`config.mk`:
```
export PLATFORM = sky130hd
export DESIGN_NAME = ls_unit
export DESIGN_NICKNAME = d
export VERILOG_FILES = /design/src/rtl/ls_pkg.sv /design/src/rtl/ls_addr_gen.sv /design/src/rtl/ls_lane_pack.sv /design/src/rtl/ls_read_align.sv /design/src/rtl/ls_unit.sv
export SDC_FILE = /design/constraint.sdc
export NUM_CORES = 1
export LEC_CHECK = 0
export BUFFER_PORTS_ARGS = -buffer_cell sky130_fd_sc_hd__buf_2
export CAP_MARGIN = 10
export CORE_MARGIN = 4
export CORE_UTILIZATION = 35
export CTS_BUF_LIST = sky130_fd_sc_hd__clkbuf_8 sky130_fd_sc_hd__clkbuf_16
export CTS_CLUSTER_DIAMETER = 30
export DETAILED_ROUTE_END_ITERATION = 7
export SLEW_MARGIN = 20
export SYNTH_ARGS = -nofsm -noshare
export SYNTH_HDL_FRONTEND = slang
export SYNTH_SLANG_ARGS = --single-unit
export TNS_END_PERCENT = 5
```
`constraint.sdc`:
```
create_clock -name clk -period 1.52 [get_ports clk]
set_input_delay 0.304 -clock clk [delete_from_list [all_inputs] [get_ports clk]]
set_output_delay 0.304 -clock clk [all_outputs]
set_load 0.005 [all_outputs]
```
`src/rtl/ls_pkg.sv`:
```
package ls_pkg;

   typedef enum logic [2:0] {
      AM_REG     = 3'd0,
      AM_ABS     = 3'd1,
      AM_REG_OFS = 3'd2,
      AM_PC_OFS  = 3'd3,
      AM_PUSH    = 3'd4,
      AM_POP     = 3'd5
   } amode_e;

   typedef enum logic [1:0] {
      ST_IDLE  = 2'd0,
      ST_BUS   = 2'd1,
      ST_DONE  = 2'd2,
      ST_FAULT = 2'd3
   } lsu_state_e;

endpackage

```
`src/rtl/ls_addr_gen.sv`:
```
module ls_addr_gen
   import ls_pkg::*;
#(
   parameter int ADDR_W     = 16,
   parameter int STACK_STEP = 2
) (
   input  logic [2:0]        mode,
   input  logic              write_in,
   input  logic              word_in,
   input  logic [ADDR_W-1:0] base,
   input  logic [ADDR_W-1:0] pc,
   input  logic [ADDR_W-1:0] imm,
   output logic [ADDR_W-1:0] ea,
   output logic [ADDR_W-1:0] sp_next,
   output logic              sp_upd,
   output logic              eff_write,
   output logic              eff_word,
   output logic              misalign
);

   localparam logic [ADDR_W-1:0] STEP = ADDR_W'(STACK_STEP);

   logic [ADDR_W-1:0] sum_base;
   logic [ADDR_W-1:0] sum_pc;
   logic [ADDR_W-1:0] sp_dec;
   logic [ADDR_W-1:0] sp_inc;

   assign sum_base = base + imm;
   assign sum_pc   = pc + imm;
   assign sp_dec   = base - STEP;
   assign sp_inc   = base + STEP;

   always_comb begin
      ea        = base;
      sp_next   = base;
      sp_upd    = 1'b0;
      eff_write = write_in;
      eff_word  = word_in;
      case (mode)
         AM_REG:     ea = base;
         AM_ABS:     ea = imm;
         AM_REG_OFS: ea = sum_base;
         AM_PC_OFS:  ea = sum_pc;
         AM_PUSH: begin
            ea        = sp_dec;
            sp_next   = sp_dec;
            sp_upd    = 1'b1;
            eff_write = 1'b1;
            eff_word  = 1'b1;
         end
         AM_POP: begin
            ea        = base;
            sp_next   = sp_inc;
            sp_upd    = 1'b1;
            eff_write = 1'b0;
            eff_word  = 1'b1;
         end
         default:    ea = base;
      endcase
   end

   assign misalign = eff_word & ea[0];

endmodule

```
`src/rtl/ls_lane_pack.sv`:
```
module ls_lane_pack #(
   parameter int DATA_W     = 16,
   parameter bit BIG_ENDIAN = 1'b1
) (
   input  logic              word,
   input  logic              a0,
   input  logic [DATA_W-1:0] wdata_in,
   output logic [1:0]        be,
   output logic [DATA_W-1:0] wdata_out
);

   localparam int BYTE_W = DATA_W / 2;

   logic hi_sel;

   generate
      if (BIG_ENDIAN) begin : g_big
         assign hi_sel = ~a0;
      end else begin : g_little
         assign hi_sel = a0;
      end
   endgenerate

   always_comb begin
      if (word) begin
         be        = 2'b11;
         wdata_out = wdata_in;
      end else begin
         be        = hi_sel ? 2'b10 : 2'b01;
         wdata_out = {wdata_in[BYTE_W-1:0], wdata_in[BYTE_W-1:0]};
      end
   end

endmodule

```
`src/rtl/ls_read_align.sv`:
```
module ls_read_align #(
   parameter int DATA_W     = 16,
   parameter bit BIG_ENDIAN = 1'b1
) (
   input  logic              word,
   input  logic              a0,
   input  logic              sgn,
   input  logic [DATA_W-1:0] raw,
   output logic [DATA_W-1:0] result
);

   localparam int BYTE_W = DATA_W / 2;

   logic              hi_sel;
   logic [BYTE_W-1:0] lane;

   generate
      if (BIG_ENDIAN) begin : g_big
         assign hi_sel = ~a0;
      end else begin : g_little
         assign hi_sel = a0;
      end
   endgenerate

   assign lane = hi_sel ? raw[DATA_W-1:BYTE_W] : raw[BYTE_W-1:0];

   always_comb begin
      if (word) begin
         result = raw;
      end else if (sgn) begin
         result = {{BYTE_W{lane[BYTE_W-1]}}, lane};
      end else begin
         result = {{BYTE_W{1'b0}}, lane};
      end
   end

endmodule

```
`src/rtl/ls_unit.sv`:
```
module ls_unit
   import ls_pkg::*;
#(
   parameter int ADDR_W     = 16,
   parameter int DATA_W     = 16,
   parameter int IDX_W      = 3,
   parameter int STACK_STEP = 2,
   parameter bit BIG_ENDIAN = 1'b1
) (
   input  logic              clk,
   input  logic              rst_n,
   input  logic              req_valid,
   output logic              req_ready,
   input  logic [2:0]        req_mode,
   input  logic              req_write,
   input  logic              req_word,
   input  logic              req_signed,
   input  logic [IDX_W-1:0]  req_idx,
   input  logic [ADDR_W-1:0] base_val,
   input  logic [ADDR_W-1:0] pc_val,
   input  logic [ADDR_W-1:0] imm_val,
   input  logic [DATA_W-1:0] req_wdata,
   output logic [ADDR_W-1:0] bus_addr,
   output logic [1:0]        bus_be,
   output logic [DATA_W-1:0] bus_wdata,
   output logic              bus_rd,
   output logic              bus_wr,
   input  logic              bus_ack,
   input  logic [DATA_W-1:0] bus_rdata,
   output logic              done,
   output logic              bus_err,
   output logic              rd_we,
   output logic [IDX_W-1:0]  rd_idx,
   output logic [DATA_W-1:0] rd_data,
   output logic              sp_we,
   output logic [ADDR_W-1:0] sp_data
);

   generate
      if (DATA_W % 2 != 0 || DATA_W < 4) begin : g_bad_data_w
         $error("ls_unit: DATA_W must be even and at least 4");
      end
      if (ADDR_W < 2) begin : g_bad_addr_w
         $error("ls_unit: ADDR_W must be at least 2");
      end
      if (STACK_STEP % 2 != 0) begin : g_bad_step
         $error("ls_unit: STACK_STEP must keep word alignment");
      end
   endgenerate

   // Request-side combinational path
   logic [ADDR_W-1:0] ea_c;
   logic [ADDR_W-1:0] sp_next_c;
   logic              sp_upd_c;
   logic              write_c;
   logic              word_c;
   logic              misalign_c;
   logic [1:0]        be_c;
   logic [DATA_W-1:0] wd_c;

   ls_addr_gen #(
      .ADDR_W     (ADDR_W),
      .STACK_STEP (STACK_STEP)
   ) u_agen (
      .mode      (req_mode),
      .write_in  (req_write),
      .word_in   (req_word),
      .base      (base_val),
      .pc        (pc_val),
      .imm       (imm_val),
      .ea        (ea_c),
      .sp_next   (sp_next_c),
      .sp_upd    (sp_upd_c),
      .eff_write (write_c),
      .eff_word  (word_c),
      .misalign  (misalign_c)
   );

   ls_lane_pack #(
      .DATA_W     (DATA_W),
      .BIG_ENDIAN (BIG_ENDIAN)
   ) u_pack (
      .word      (word_c),
      .a0        (ea_c[0]),
      .wdata_in  (req_wdata),
      .be        (be_c),
      .wdata_out (wd_c)
   );

   // Held transaction state
   lsu_state_e        state_q;
   logic [ADDR_W-1:0] addr_q;
   logic [1:0]        be_q;
   logic [DATA_W-1:0] wd_q;
   logic              write_q;
   logic              word_q;
   logic              sgn_q;
   logic [IDX_W-1:0]  idx_q;
   logic              sp_upd_q;
   logic [ADDR_W-1:0] sp_next_q;
   logic [DATA_W-1:0] rdata_q;

   logic accept;
   assign accept = req_valid & (state_q == ST_IDLE);

   always_ff @(posedge clk or negedge rst_n) begin
      if (!rst_n) begin
         state_q <= ST_IDLE;
      end else begin
         case (state_q)
            ST_IDLE:  if (accept) state_q <= misalign_c ? ST_FAULT : ST_BUS;
            ST_BUS:   if (bus_ack) state_q <= ST_DONE;
            ST_DONE:  state_q <= ST_IDLE;
            ST_FAULT: state_q <= ST_IDLE;
            default:  state_q <= ST_IDLE;
         endcase
      end
   end

   always_ff @(posedge clk or negedge rst_n) begin
      if (!rst_n) begin
         addr_q    <= '0;
         be_q      <= '0;
         wd_q      <= '0;
         write_q   <= 1'b0;
         word_q    <= 1'b0;
         sgn_q     <= 1'b0;
         idx_q     <= '0;
         sp_upd_q  <= 1'b0;
         sp_next_q <= '0;
      end else if (accept) begin
         addr_q    <= ea_c;
         be_q      <= be_c;
         wd_q      <= wd_c;
         write_q   <= write_c;
         word_q    <= word_c;
         sgn_q     <= req_signed;
         idx_q     <= req_idx;
         sp_upd_q  <= sp_upd_c;
         sp_next_q <= sp_next_c;
      end
   end

   always_ff @(posedge clk or negedge rst_n) begin
      if (!rst_n) begin
         rdata_q <= '0;
      end else if (state_q == ST_BUS && bus_ack && !write_q) begin
         rdata_q <= bus_rdata;
      end
   end

   // Read return path
   ls_read_align #(
      .DATA_W     (DATA_W),
      .BIG_ENDIAN (BIG_ENDIAN)
   ) u_align (
      .word   (word_q),
      .a0     (addr_q[0]),
      .sgn    (sgn_q),
      .raw    (rdata_q),
      .result (rd_data)
   );

   // Outputs
   assign req_ready = (state_q == ST_IDLE);
   assign bus_addr  = addr_q;
   assign bus_be    = be_q;
   assign bus_wdata = wd_q;
   assign bus_rd    = (state_q == ST_BUS) & ~write_q;
   assign bus_wr    = (state_q == ST_BUS) &  write_q;
   assign done      = (state_q == ST_DONE) | (state_q == ST_FAULT);
   assign bus_err   = (state_q == ST_FAULT);
   assign rd_we     = (state_q == ST_DONE) & ~write_q;
   assign rd_idx    = idx_q;
   assign sp_we     = (state_q == ST_DONE) & sp_upd_q;
   assign sp_data   = sp_next_q;

endmodule

```
[Word-level counts from Yosys, hierarchy flattened]
Index checks and enable logic that the tools add are counted.
Word-level totals
  register bits after elaboration: 75
  logic and storage cells: 55
  bits of input ports: 93
  output and inout bits: 76
Operators by class
  muxes and demuxes: 15
  bitwise logic cells: 8
  reductions and logical operators: 7
  eq/ne operators: 10
  add/sub/neg operators: 4
Operator list (count)
  $pmux W16 S4: 1
  $mux W16: 3
  $add A16 B16 Y16: 2
  $pmux W16 S2: 1
  $add A16 B2 Y16 const B: 1
  $sub A16 B2 Y16 const B: 1
  $mux W2: 5
  $mux W8: 1
  $and A1 B1 Y1: 6
  $eq A3 B2 Y1 const B: 2
  $eq A3 B3 Y1 const B: 2
  $pmux W2 S3: 1
  $eq A2 B2 Y1 const B: 2
  $reduce_or A2 Y1: 2
  $eq A3 B1 Y1 const B: 1
  $eq A2 B1 Y1 const B: 1
  $logic_and A1 B1 Y1: 2
  $logic_not A2 Y1: 1
  $mux W1: 2
  $ne A2 B1 Y1 const B: 1
  $ne A2 B2 Y1 const B: 1
  $pmux W1 S2: 1
  $reduce_and A2 Y1: 1
  $logic_not A1 Y1: 1
  other kinds (2): 2

[Depth between registers and ports, before layout]
Gate-level depths: netlist (run 1).
  word-level depth: 7
  gate-level depth with buffers: 15
  mapped depth without buffers: 13

[By module]
Synthesis (run 1) repeated with hierarchy kept, for this count alone.
Unflattened totals
  cells, all modules: 566
  area, all modules: 5654.2 um^2
By module, submodules not included
  ls_unit: times used 1, seq. area each 1876.8 um^2, area each 2924.1 um^2, cells each 173
  ls_addr_gen: times used 1, seq. area each 0.0 um^2, area each 2304.7 um^2, cells each 350
  ls_read_align: times used 1, seq. area each 0.0 um^2, area each 221.5 um^2, cells each 24
  ls_lane_pack: times used 1, seq. area each 0.0 um^2, area each 203.9 um^2, cells each 19

[Least setup slack after synthesis (run 1)]
No wires, ideal clock.
  path type: in2reg
  from: input port req_mode[2]
  to: register addr_q[14] (netlist: bus_addr[14])
  slack: -1800 ps
  required time: 1397 ps
  setup time: 123 ps
  buffers on the path: 3
  stages: 14
  arrival: 3197 ps
  path through: buf_2 nor2b_1 clkbuf_1 nand2_1 clkbuf_1 mux2_2 ha_1 nor2b_1 o21bai_1 a211oi_1 o311a_1 or3_1 a31oi_1 nor3_1
On the way
  word-level cells in the longest chain between the ends: 2
  elaborated cells on any way between the ends: 5
  those cells by class: eq/ne: 4; mux: 1
RTL lines
  start: declaration: RTL line ls_unit.sv:14  | input logic [2:0] req_mode,
  $eq A3 B3 Y1 (tied with other cells): RTL line ls_addr_gen.sv:39  | case (mode)
  $pmux W16 S4 *: RTL line ls_addr_gen.sv:39
  end signal: assignment: RTL line ls_unit.sv:122  | addr_q <= '0;
  end signal: assignment: RTL line ls_unit.sv:132  | addr_q <= ea_c;
  end: declaration: RTL line ls_unit.sv:92  | logic [ADDR_W-1:0] addr_q;
Mark *: on every way between the ends. The rest lies on a longest branch, timed or not.
A chain may end at the register's enable or synchronous reset.

[Worst setup path after layout (run 1)]
  from: input port req_mode[1]
  to: register addr_q[14] (netlist: bus_addr[14])
Same word-level chain as after synthesis.

==> flow_metrics.tcl, run 1 <==
set metrics [dict create \
    insertedDiodeCount 0 \
    synth.cell_area_um2 5280 \
    antenna_found_initial 0 \
    die_height_um 131 \
    async_flop_share_pct 100 \
    cell_internal_pwr_mw 7.14 \
    finalCoreUtilization_pct 55.4 \
    gp_congestion 0.892 \
    insertion_delay_ns 0.33 \
    fraction_of_post_synthesis_cell_area_in_the_top_cell_type_by_area_pct 35.6 \
    critPathBufInv 1 \
    tritoncts.num_buffers 9 \
    clkSinkCount 75 \
    outcome "finished, violations left" \
    drc_errors 0 \
    slew_viol_final 0 \
    max_cap_viol_count 0 \
    seq_area_frac_synth_pct 35.6 \
    setup-violations-final 45 \
    post-dp-hpwl_mm 14.1 \
    class_of_the_tightest_hold_or_removal_check "in2async" \
    minimum_clock_period_ns 2.43 \
    critical_path.slowest_cell "sky130_fd_sc_hd__mux2_2" \
    share_seq_of_total_power_pct 32.6 \
    timing.critical_path.to "bus_addr[14]" \
    num_rows 44 \
    clock_tree.root_cell "sky130_fd_sc_hd__clkbuf_16" \
    netSwitchingPower_mw 3.79 \
    path_cells "buf_6 > nor2b_4 > nand2_4 > mux2_2 > ha_1 > a21oi_2 > a211oi_4 > o311a_1 > or3_1 > a31oi_1 > nor3_1" \
    pin_count_of_the_biggest_net_entering_global_routing 76 \
    syn2layout_area_growth_pct 53.7 \
    cts_max_path_buffers 2 \
    failing_checks "hold timing, setup timing" \
    reg2reg_depth 5 \
    final.setup_skew_ns 0.00603 \
    netlist-cell-type-count 64 \
    unrepaired_setup_endpoints_after_global_routing "yes" \
    max_freq_mhz 411 \
    crit_fanout 6 \
    worst-r2r-setup-slack_ns 0.01 \
    design.die.area_um2 17100 \
    number_of_iterations_in_the_first_detailed_routing_pass 5 \
    worst-path-stages 11 \
    critPathTopFamily "compound AO/OA/AOI/OAI gates" \
    routed_wire_length_per_instance_um 16.9 \
    worstSetupStartpointType "input port" \
    cpPeakStageDelay_ns 0.36 \
    cts.reportedPaths.clkPinSlew_ns 0.06 \
    synth_largest_area_cell "sky130_fd_sc_hd__dfrtp_1" \
    ys_warn_count 0 \
    power_frac_comb_pct 46.6 \
    transition_time_of_the_tightest_slew_check_pin_ns 0.458 \
    postSynthRegisterBits 75 \
    vdd.ir_drop.worst_v 0.000626 \
    grt_pass1_wl_mm 28.2 \
    postRouteAntennaNets 0 \
    critical_path_required_ns 1.74 \
    cts-htree-levels 3 \
    leakage_nw 3.93 \
    synth_edf_count 0 \
    synthesis.area_per_instance_um2 8.55 \
    rr_endpoint "rdata_q[15]" \
    main_flop_type_after_synthesis "sky130_fd_sc_hd__dfrtp_1" \
    floorplan.die.width_um 131 \
    synth_fp_nets 733 \
    initial_core_utilization_pct 36.0 \
    io-pin-count 169 \
    drive_gt1_share_pct 47.8 \
    grt_usage_pct 20.7 \
    critical_path_class "in2reg" \
    timing.critical_path.arrival_ns 2.65 \
    critical_path.endpoint_type "register" \
    share_clk_of_total_power_pct 20.7 \
    core_um2 14600 \
    worst_setup_path_startpoint "req_mode[1]" \
    route.final.wire_length_mm 18.2 \
    final_nets 1000 \
    drt-vias-per-instance 5.19 \
    grt_pass1_vias 5506 \
    r2r_start "state_q[1]" \
    grt_overflow_total 0 \
    syn_inst 617 \
    routed-via-count 5570 \
    fraction_of_the_cycle_the_final_worst_path_needs_pct 160 \
    slew-limit-headroom_pct 68.7 \
    most_frequent_cell_after_synthesis "sky130_fd_sc_hd__nand2_1" \
    total_power_consumption_of_the_routed_design_mw 10.9 \
    setup_ws_ns -0.913 \
    drt_initial_violations 229 \
    netlist_top_cells_count "sky130_fd_sc_hd__nand2_1, sky130_fd_sc_hd__dfrtp_1, sky130_fd_sc_hd__o21ai_0, sky130_fd_sc_hd__mux2_2, sky130_fd_sc_hd__nor2_1" \
    ratio_of_total_power_to_cell_area_nw_per_um2 1350 \
    final_hold_violations 7 \
    fin_worst_hold_slack_ns -0.0268 \
    synth.area.top_cells "sky130_fd_sc_hd__dfrtp_1, sky130_fd_sc_hd__mux2_2, sky130_fd_sc_hd__nand2_1" \
    place.port_buffers 168 \
    cts_tree "yes" \
    switching_share_pct 34.7 \
]
## worst min-delay path by stage
stage	start	endpoint	slack (ns)	depth (start not counted)
finish	rst_n	bus_wdata[12]	-0.03	2
global route	rst_n	bus_wdata[12]	0.01	2
CTS	rst_n	bus_wdata[12]	0.003	2
detailed placement	rst_n	bus_wdata[12]	0.36	2
global placement	rst_n	bus_wdata[0]	0.35	2
floorplan	rst_n	bus_addr[0]	0.008	0
## stage by stage
step	setup TNS [ns]	setup WS, ns	hold slack, ns	area (µm²)	instances
finish	-16.23	-0.913	-0.0268	8110	1073
detailed placement	-29.74	-1.49	0.360	7260	1051
CTS	-15.58	-0.877	0.00298	7970	1071
floorplan	-21.30	-1.37	0.00841	5390	617
global route	-20.12	-0.997	0.0125	8110	1073
global placement	-27.98	-1.41	0.352	7260	1051
## cells in the final DEF, fill, tap and decap left out, types with 8 or more instances in the layout
master and count:
sky130_fd_sc_hd__ha_1 12, sky130_fd_sc_hd__nor3_1 14, sky130_fd_sc_hd__inv_1 11, sky130_fd_sc_hd__mux2_4 10
sky130_fd_sc_hd__mux2_2 31, sky130_fd_sc_hd__mux2i_1 13, sky130_fd_sc_hd__nand3_1 9, sky130_fd_sc_hd__a21oi_2 8
sky130_fd_sc_hd__nor2_1 38, sky130_fd_sc_hd__a21o_1 15, sky130_fd_sc_hd__clkbuf_16 9, sky130_fd_sc_hd__nand2_1 103
sky130_fd_sc_hd__a31oi_1 11, sky130_fd_sc_hd__dfrtp_1 74, sky130_fd_sc_hd__o21ai_1 16, sky130_fd_sc_hd__xnor2_1 15
sky130_fd_sc_hd__a21oi_1 21, sky130_fd_sc_hd__buf_2 156, sky130_fd_sc_hd__buf_4 118, sky130_fd_sc_hd__buf_6 22
sky130_fd_sc_hd__o21ai_0 36, sky130_fd_sc_hd__ha_4 8, sky130_fd_sc_hd__xor2_1 15
## power by group through the flow
stage | registers (mW) | logic (mW) | clock network, mW
2_1_floorplan | 3.53 | 2.23 | 0
3_3_place_gp | 3.52 | 4.43 | 0
3_5_place_dp | 3.57 | 4.49 | 0
4_1_cts | 3.56 | 4.95 | 2.33
5_1_grt | 3.69 | 5.62 | 2.42
6_report | 3.57 | 5.10 | 2.27
## logic make-up (layout without fill, tap and decap cells)
kind of cell / Yosys count / after routing / synth area share, %
and+or+nand+nor: 217 / 217 / 19.1
buffers and inverters: 59 / 331 / 4.62
muxes: 54 / 54 / 11.2
DFF: 75 / 75 / 35.6
xor gates and xnor gates: 31 / 31 / 5.14
adders and majority gates: 23 / 23 / 5.60
AOI/OAI and AO/OA: 158 / 158 / 18.8
## final cells by class
cell class                      instances  area, µm²
Clock buffer                           12        267
Clock inverter                          4       55.1
Fill cell                            1339       6540
Inverter                               13       48.8
Multi-Input combinational cell        483       3610
Sequential cell                        75       1880
Tap cell                              184        230
Timing Repair Buffer                  302       2020
## worst register-to-register path: stages (launching register included)
cell and delay (ns):
sky130_fd_sc_hd__dfrtp_1 0.40, sky130_fd_sc_hd__buf_6 0.13, sky130_fd_sc_hd__nor3b_4 0.19, sky130_fd_sc_hd__and2_4 0.18
sky130_fd_sc_hd__buf_12 0.14, sky130_fd_sc_hd__mux2_2 0.35
## state kept, by name, indices dropped and copies added, names as in the netlist
signal and cells:
bus_addr 16, bus_be 2, bus_wdata 16, rd_idx 3, rdata_q 16, sgn_q 1, sp_data 16, sp_upd_q 1
state_q 2, word_q 1, write_q 1
## routing by layer
layer / part of all wire (%) / wire length, µm / GRT usage, %
met5: 0 / 0 / 0
met4: 1.4 / 247 / 5.75
met3: 5.6 / 1030 / 2.89
met2: 46 / 8440 / 33.3
met1: 47 / 8450 / 29.4
## repair_timing
item,in CTS,in global routing
hold buffers,0,0
pin swaps,29,14
buffers inserted,4,2
gates resized for setup,77,32
setup endpoints to repair,63,91
(Power assumes the default switching activity.)
==> inputs of run 2 (changes only) <==
ABC_AREA = 1   (was default)
==> run 2 against run 1 <==
Net effect:
- the run ends with setup timing left
- critical path type unchanged
- total power is 3.5% higher
- routed wire length is 10% higher
- final cell count is 27% higher
- fmax is 20% higher
- clock skew is 0.00098 ns lower
==> flow_metrics.tcl, run 2 <==
set metrics [dict create \
    drive_gt1_share_pct 41.6 \
    vdd.ir_drop.worst_v 0.000674 \
    clock_tree.root_cell "sky130_fd_sc_hd__clkbuf_16" \
    final_nets 1263 \
    cts-htree-levels 3 \
    core_um2 15900 \
    syn_inst 858 \
    postRouteAntennaNets 0 \
    critical_path_class "in2reg" \
    antenna_found_initial 0 \
    netlist-cell-type-count 40 \
    netlist_top_cells_count "sky130_fd_sc_hd__nand2_1, sky130_fd_sc_hd__inv_1, sky130_fd_sc_hd__dfrtp_1, sky130_fd_sc_hd__o21ai_0, sky130_fd_sc_hd__nand3_1" \
    synthMuxAreaShare_pct 4.37 \
    drt-vias-per-instance 4.77 \
    cts_max_path_buffers 2 \
    routed_wire_length_per_instance_um 14.6 \
    synthesis.area_per_instance_um2 6.61 \
    most_frequent_cell_after_synthesis "sky130_fd_sc_hd__nand2_1" \
    critical_path.endpoint_type "register" \
    transition_time_of_the_tightest_slew_check_pin_ns 0.435 \
    synth-simple-area-share_pct 36.2 \
    share_seq_of_total_power_pct 31.5 \
    minimum_clock_period_ns 2.02 \
    route.final.wire_length_mm 20.0 \
    area_share_of_fa_ha_maj_cells_after_synthesis_pct 5.20 \
    synth.cell_area_um2 5670 \
    num_rows 46 \
    insertedDiodeCount 0 \
    pin_count_of_the_biggest_net_entering_global_routing 46 \
    crit_fanout 6 \
    mostFrequentLayoutCell "sky130_fd_sc_hd__nand2_1" \
    seq_area_frac_synth_pct 33.1 \
    worstSetupStartpointType "input port" \
    unrepaired_setup_endpoints_after_global_routing "yes" \
    synth_top_family_by_area "simple AND/OR/NAND/NOR gates" \
    die_height_um 135 \
    async_flop_share_pct 100 \
    instance_area_after_placement_um2 7690 \
    failing_checks "setup timing" \
    synth.area.top_cells "sky130_fd_sc_hd__dfrtp_1, sky130_fd_sc_hd__nand2_1, sky130_fd_sc_hd__inv_1" \
    outcome "finished, violations left" \
    mostFrequentLayoutCells "sky130_fd_sc_hd__nand2_1, sky130_fd_sc_hd__buf_2, sky130_fd_sc_hd__buf_4, sky130_fd_sc_hd__inv_1, sky130_fd_sc_hd__dfrtp_1" \
    postSynthRegisterBits 75 \
    post-dp-hpwl_mm 15.6 \
    timing.critical_path.arrival_ns 2.24 \
    cell_internal_pwr_mw 7.08 \
    floorplan.die.width_um 135 \
    number_of_iterations_in_the_first_detailed_routing_pass 5 \
    r2r_start "state_q[1]" \
    synth_edf_count 0 \
    gp_congestion 0.903 \
    initial_core_utilization_pct 35.7 \
    syn2layout_area_growth_pct 51.3 \
    hp-start "req_signed" \
    class_of_the_tightest_hold_or_removal_check "in2reg" \
    tritoncts.num_buffers 9 \
    cts.reportedPaths.clkPinSlew_ns 0.06 \
    power_frac_comb_pct 49.3 \
    slew-limit-headroom_pct 71.0 \
    main_flop_type_after_synthesis "sky130_fd_sc_hd__dfrtp_1" \
    io-pin-count 169 \
    critical_path_required_ns 1.74 \
    grt_pass1_vias 6069 \
    netSwitchingPower_mw 4.24 \
    clkSinkCount 75 \
    fin_worst_hold_slack_ns 0.167 \
    design.die.area_um2 18300 \
    setup-violations-final 33 \
    slew_viol_final 0 \
    synth_fp_nets 974 \
    final.setup_skew_ns 0.00505 \
    drc_errors 0 \
    synth_largest_area_cell "sky130_fd_sc_hd__dfrtp_1" \
    worst_setup_path_startpoint "req_mode[0]" \
    fraction_of_post_synthesis_cell_area_in_the_top_cell_type_by_area_pct 33.1 \
    grt_pass1_wl_mm 30.7 \
    postLayoutCellArea_um2 8590 \
    cts_tree "yes" \
    ys_warn_count 0 \
    fraction_of_the_cycle_the_final_worst_path_needs_pct 133 \
    place.port_buffers 168 \
    synth-xor-area-share_pct 0.463 \
    drt_initial_violations 354 \
    share_clk_of_total_power_pct 19.3 \
    setup_ws_ns -0.501 \
    grt_usage_pct 21.0 \
    leakage_nw 4.69 \
    insertion_delay_ns 0.33 \
    final_hold_violations 0 \
    routed-via-count 6526 \
    max_freq_mhz 495 \
    switching_share_pct 37.5 \
    grt_overflow_total 0 \
    synth_compound_gate_area_share_pct 10.5 \
    ratio_of_total_power_to_cell_area_nw_per_um2 1320 \
    max_cap_viol_count 0 \
]
## run 2: kinds of logic (layout without fill, tap and decap cells)
group                      Yosys count  count (layout)
DFF                                 75              75
and+or+nand+nor                    483             483
xor gates and xnor gates             3               3
buffers and inverters              142             435
AOI/OAI and AO/OA                  110             110
adders and majority gates           23              23
muxes                               22              22
## run 2: final timing paths
check,depth (start not counted),slack (ns),to
max in group asynchronous,3,0.54,bus_wdata[15]
max,18,-0.50,bus_addr[12]
min in group asynchronous,2,0.46,rdata_q[3]
min reg2reg,2,0.47,rd_idx[2]
max reg2reg,7,0.09,sp_data[6]
min,3,0.17,sgn_q
## run 2: power groups by stage
stage | Clock, mW | Sequential [mW] | Combinational [mW]
floorplan | 0 | 3.54 | 2.58
global placement | 0 | 3.54 | 5.04
detailed placement | 0 | 3.55 | 5.11
CTS | 2.24 | 3.55 | 5.34
global route | 2.32 | 3.69 | 6.22
finish | 2.18 | 3.56 | 5.57
## run 2: metrics by stage
step | total power, mW | util, % | setup WS, ns | instances | TNS [ns]
detailed placement | 8.66 | 48.4 | -0.832 | 1340 | -15.63
CTS | 11.1 | 51.0 | -0.460 | 1356 | -7.54
global placement | 8.58 | 48.4 | -0.767 | 1340 | -14.32
global route | 12.2 | 54.0 | -0.630 | 1367 | -12.32
finish | 11.3 | 54.0 | -0.501 | 1367 | -8.53
floorplan | 6.12 | - | -0.591 | 858 | -7.96
## run 2: repair_timing
action	4_1_cts	5_1_grt
hold buffers	1	0
hold endpoints to repair	26	0
endpoints found under the setup margin	35	56
setup buffers	0	8
pin swaps	5	55
cloned	0	3
gates resized for setup	27	116
## run 2: layout make-up
cell class | count | area, µm²
Clock inverter | 4 | 50.0
Tap cell | 216 | 270
Timing Repair Buffer | 306 | 2080
Fill cell | 1652 | 7300
Clock buffer | 11 | 253
Multi-Input combinational cell | 641 | 3630
Inverter | 114 | 433
Sequential cell | 75 | 1880
## run 2: metal layers
layer / routed length, µm / track usage (%) / vias up
li1: - / - / 3306
met1: 8990 / 29.1 / 3030
met2: 9780 / 35.1 / 174
met3: 943 / 3.08 / 16
met4: 290 / 4.09 / 0
met5: 0 / 0 / -
## run 2: worst max-delay path, stage by stage
cell	delay, ns
sky130_fd_sc_hd__buf_8	0.08
sky130_fd_sc_hd__nand2_4	0.05
sky130_fd_sc_hd__nor2_4	0.27
sky130_fd_sc_hd__nand2_2	0.09
sky130_fd_sc_hd__o21ai_2	0.07
sky130_fd_sc_hd__ha_2	0.19
sky130_fd_sc_hd__inv_2	0.04
sky130_fd_sc_hd__fa_2	0.36
sky130_fd_sc_hd__inv_2	0.09
sky130_fd_sc_hd__nand3_2	0.08
sky130_fd_sc_hd__nand3_4	0.13
sky130_fd_sc_hd__nand3_4	0.08
sky130_fd_sc_hd__nand3_2	0.08
sky130_fd_sc_hd__nand2_2	0.06
sky130_fd_sc_hd__nand3_2	0.08
sky130_fd_sc_hd__nand2_2	0.05
sky130_fd_sc_hd__nand2_2	0.08
sky130_fd_sc_hd__nand2_2	0.05
==> inputs of run 3 (changes only) <==
--- a/config.mk
+++ b/config.mk
@@ -10,4 +10,6 @@
 export CAP_MARGIN = 10
+export CELL_PAD_IN_SITES_DETAIL_PLACEMENT = 1
+export CELL_PAD_IN_SITES_GLOBAL_PLACEMENT = 2
 export CORE_MARGIN = 4
-export CORE_UTILIZATION = 35
+export CORE_UTILIZATION = 25
 export CTS_BUF_LIST = sky130_fd_sc_hd__clkbuf_8 sky130_fd_sc_hd__clkbuf_16
@@ -15,2 +17,3 @@
 export DETAILED_ROUTE_END_ITERATION = 7
+export PLACE_DENSITY = 0.75
 export SLEW_MARGIN = 20
--- a/constraint.sdc
+++ b/constraint.sdc
@@ -3,2 +3,2 @@
 set_output_delay 0.304 -clock clk [all_outputs]
-set_load 0.005 [all_outputs]
+set_load 0.1 [all_outputs]
==> run 3 against run 2 <==
Net effect:
- the flow still finishes with violations (setup timing)
- clock-buffer cell count is 2 lower
- via count is 3.4% higher
- routed wire length is 23% higher
- global-route usage is 1.4 points lower
- non-clock buffer count is 15 higher
- worst setup slack better by 0.029 ns
- critical path type unchanged
- largest cell class unchanged
==> flow_metrics.tcl, run 3 (same netlist as run 2, synthesis figures left out) <==
set metrics [dict create \
    outcome "finished, violations left" \
    failing_checks "setup timing" \
    clock_tree.root_cell "sky130_fd_sc_hd__clkbuf_16" \
    io-pin-count 169 \
    critical_path.slowest_cell "sky130_fd_sc_hd__fa_2" \
    syn2layout_area_growth_pct 59.9 \
    drc_errors 0 \
    postRouteAntennaNets 0 \
    drive_gt1_share_pct 40.1 \
    pin_count_of_the_biggest_net_entering_global_routing 46 \
    drt_initial_violations 273 \
    route.final.wire_length_mm 24.7 \
    grt_overflow_total 0 \
    post-dp-hpwl_mm 19.5 \
    antenna_found_initial 2 \
    die_height_um 159 \
    grt_pass1_wl_mm 38.5 \
    critical_path.endpoint_type "register" \
    cts_tree "yes" \
    design.die.area_um2 25200 \
    mostFrequentLayoutCells "sky130_fd_sc_hd__nand2_1, sky130_fd_sc_hd__buf_4, sky130_fd_sc_hd__buf_2, sky130_fd_sc_hd__inv_1, sky130_fd_sc_hd__dfrtp_1" \
    final.setup_skew_ns 0.00796 \
    fin_worst_hold_slack_ns 0.152 \
    reg2reg_depth 8 \
    setup-violations-final 38 \
    transition_time_of_the_tightest_slew_check_pin_ns 0.527 \
    cts.reportedPaths.clkPinSlew_ns 0.07 \
    power_frac_comb_pct 71.6 \
    final_hold_violations 0 \
    path_cells "buf_6 > nand2_4 > nor2_4 > buf_12 > buf_16 > o21ai_2 > ha_2 > inv_2 > fa_2 > inv_2 > nand3_2 > nand3_4 > nand2_2 > nand2_1 > nand2_1 > nand3_1 > nand3_2 > nand3_1 > nand2_1" \
    drt-vias-per-instance 4.65 \
    vdd.ir_drop.worst_v 0.00141 \
    leakage_nw 4.87 \
    cpPeakStageDelay_ns 0.34 \
    finalCoreUtilization_pct 41.1 \
    cell_internal_pwr_mw 8.21 \
    number_of_iterations_in_the_first_detailed_routing_pass 4 \
    cts_max_path_buffers 2 \
    num_rows 54 \
    setup_ws_ns -0.472 \
    cts-htree-levels 3 \
    floorplan.die.width_um 159 \
    share_seq_of_total_power_pct 17.4 \
    crit_fanout 7 \
    grt_usage_pct 19.6 \
    initial_core_utilization_pct 25.7 \
    final_nets 1278 \
    clkSinkCount 75 \
    critical_path_class "in2reg" \
    ratio_of_total_power_to_cell_area_nw_per_um2 2310 \
    hold_critical_path_depth 3 \
    max_cap_viol_count 0 \
    unrepaired_setup_endpoints_after_global_routing "yes" \
    worstSetupStartpointType "input port" \
    fraction_of_the_cycle_the_final_worst_path_needs_pct 131 \
    path_common_cell "sky130_fd_sc_hd__nand2_1" \
    core_um2 22100 \
    slew-limit-headroom_pct 65.1 \
    insertion_delay_ns 0.35 \
    tritoncts.num_buffers 9 \
    switching_share_pct 60.9 \
    grt_pass1_vias 7156 \
    critical_path_required_ns 1.76 \
    timing.critical_path.arrival_ns 2.23 \
    netSwitchingPower_mw 12.8 \
    routed_wire_length_per_instance_um 17.0 \
    place.port_buffers 168 \
    gp_congestion 0.856 \
    slew_viol_final 0 \
    mostFrequentLayoutCell "sky130_fd_sc_hd__nand2_1" \
    class_of_the_tightest_hold_or_removal_check "in2reg" \
    total_power_consumption_of_the_routed_design_mw 21.0 \
    max_freq_mhz 502 \
    share_clk_of_total_power_pct 10.9 \
    routed-via-count 6749 \
    minimum_clock_period_ns 1.99 \
]
-- run 3: cell count changes in the layout (fill, tap and decap cells not counted), moves of 3 or more --
| cell | delta |
|---|---|
| sky130_fd_sc_hd__buf_12 | +23 |
| sky130_fd_sc_hd__buf_2 | -26 |
| sky130_fd_sc_hd__buf_4 | +17 |
| sky130_fd_sc_hd__clkbuf_4 | +4 |
| sky130_fd_sc_hd__diode_2 | +3 |
| sky130_fd_sc_hd__inv_1 | +4 |
| sky130_fd_sc_hd__inv_2 | -3 |
| sky130_fd_sc_hd__inv_6 | +4 |
| sky130_fd_sc_hd__nand2_1 | +13 |
| sky130_fd_sc_hd__nand2_2 | -15 |
| sky130_fd_sc_hd__nor2_1 | +5 |
| sky130_fd_sc_hd__nor2_2 | -6 |
| sky130_fd_sc_hd__o21ai_0 | +4 |
-- run 3: repair_timing --
action                                  CTS  global route
cloned                                    2             0
gates resized for setup                  68            45
setup buffers                             5             5
endpoints found under the hold margin    23             0
hold buffers                              1             0
pin swaps                                20            12
endpoints found under the setup margin   44            59
-- run 3: layout make-up --
cell class | count | area [µm²]
fillers | 2795 | 13000
multi-input cells | 641 | 3560
repair buffers | 321 | 2540
flip-flops and latches | 75 | 1880
inverters | 114 | 433
well taps | 280 | 350
clock buffers | 9 | 225
clock inverters | 7 | 81.3
diodes | 3 | 7.51
-- run 3: stage by stage --
step                      TNS (ns)  area (µm²)  setup WS (ns)  instances
final                       -11.04        9070         -0.472       1450
after global routing        -15.13        9070         -0.668       1449
after CTS                   -11.45        8890         -0.482       1442
after detailed placement    -18.98        8240         -0.863       1418
after global placement      -17.44        8240         -0.860       1418
after floorplan             -27.67        5790         -0.594        858
-- run 3: worst paths after layout --
kind / startpoint / to / slack [ns]
max reg2reg: state_q[1] / sp_data[13] / 0.10
max: req_mode[1] / bus_addr[8] / -0.47
min reg2reg: rd_idx[2] / rd_idx[2] / 0.48
min: req_signed / sgn_q / 0.15
max in group asynchronous: rst_n / bus_addr[11] / 0.55
min in group asynchronous: rst_n / sp_data[9] / 0.43
-- run 3: per-layer routing --
| metal | global-route usage, % | vias up | share of wire, % |
|---|---|---|---|
| li1 | - | 3343 | - |
| met1 | 26.8 | 3261 | 45 |
| met2 | 33.2 | 127 | 49 |
| met3 | 2.56 | 18 | 3.8 |
| met4 | 3.78 | 0 | 1.5 |
| met5 | 0 | - | 0 |
-- run 3: critical path: cells and delay by family --
kind / cells / cell delay (ns)
AND/OR/NAND/NOR: 11 / 0.77
adder cells (fa/ha/maj): 2 / 0.54
buffers and inverters: 5 / 0.48
AO/OA/AOI/OAI: 1 / 0.13
-- run 3: power groups by stage --
stage / Combinational, mW / Clock (mW) / Sequential [mW]
3_3_place_gp: 14.3 / 0 / 3.60
5_1_grt: 15.7 / 2.45 / 3.79
2_1_floorplan: 5.59 / 0 / 8.42
4_1_cts: 15.0 / 2.37 / 3.63
6_report: 15.0 / 2.30 / 3.66
3_5_place_dp: 14.4 / 0 / 3.64
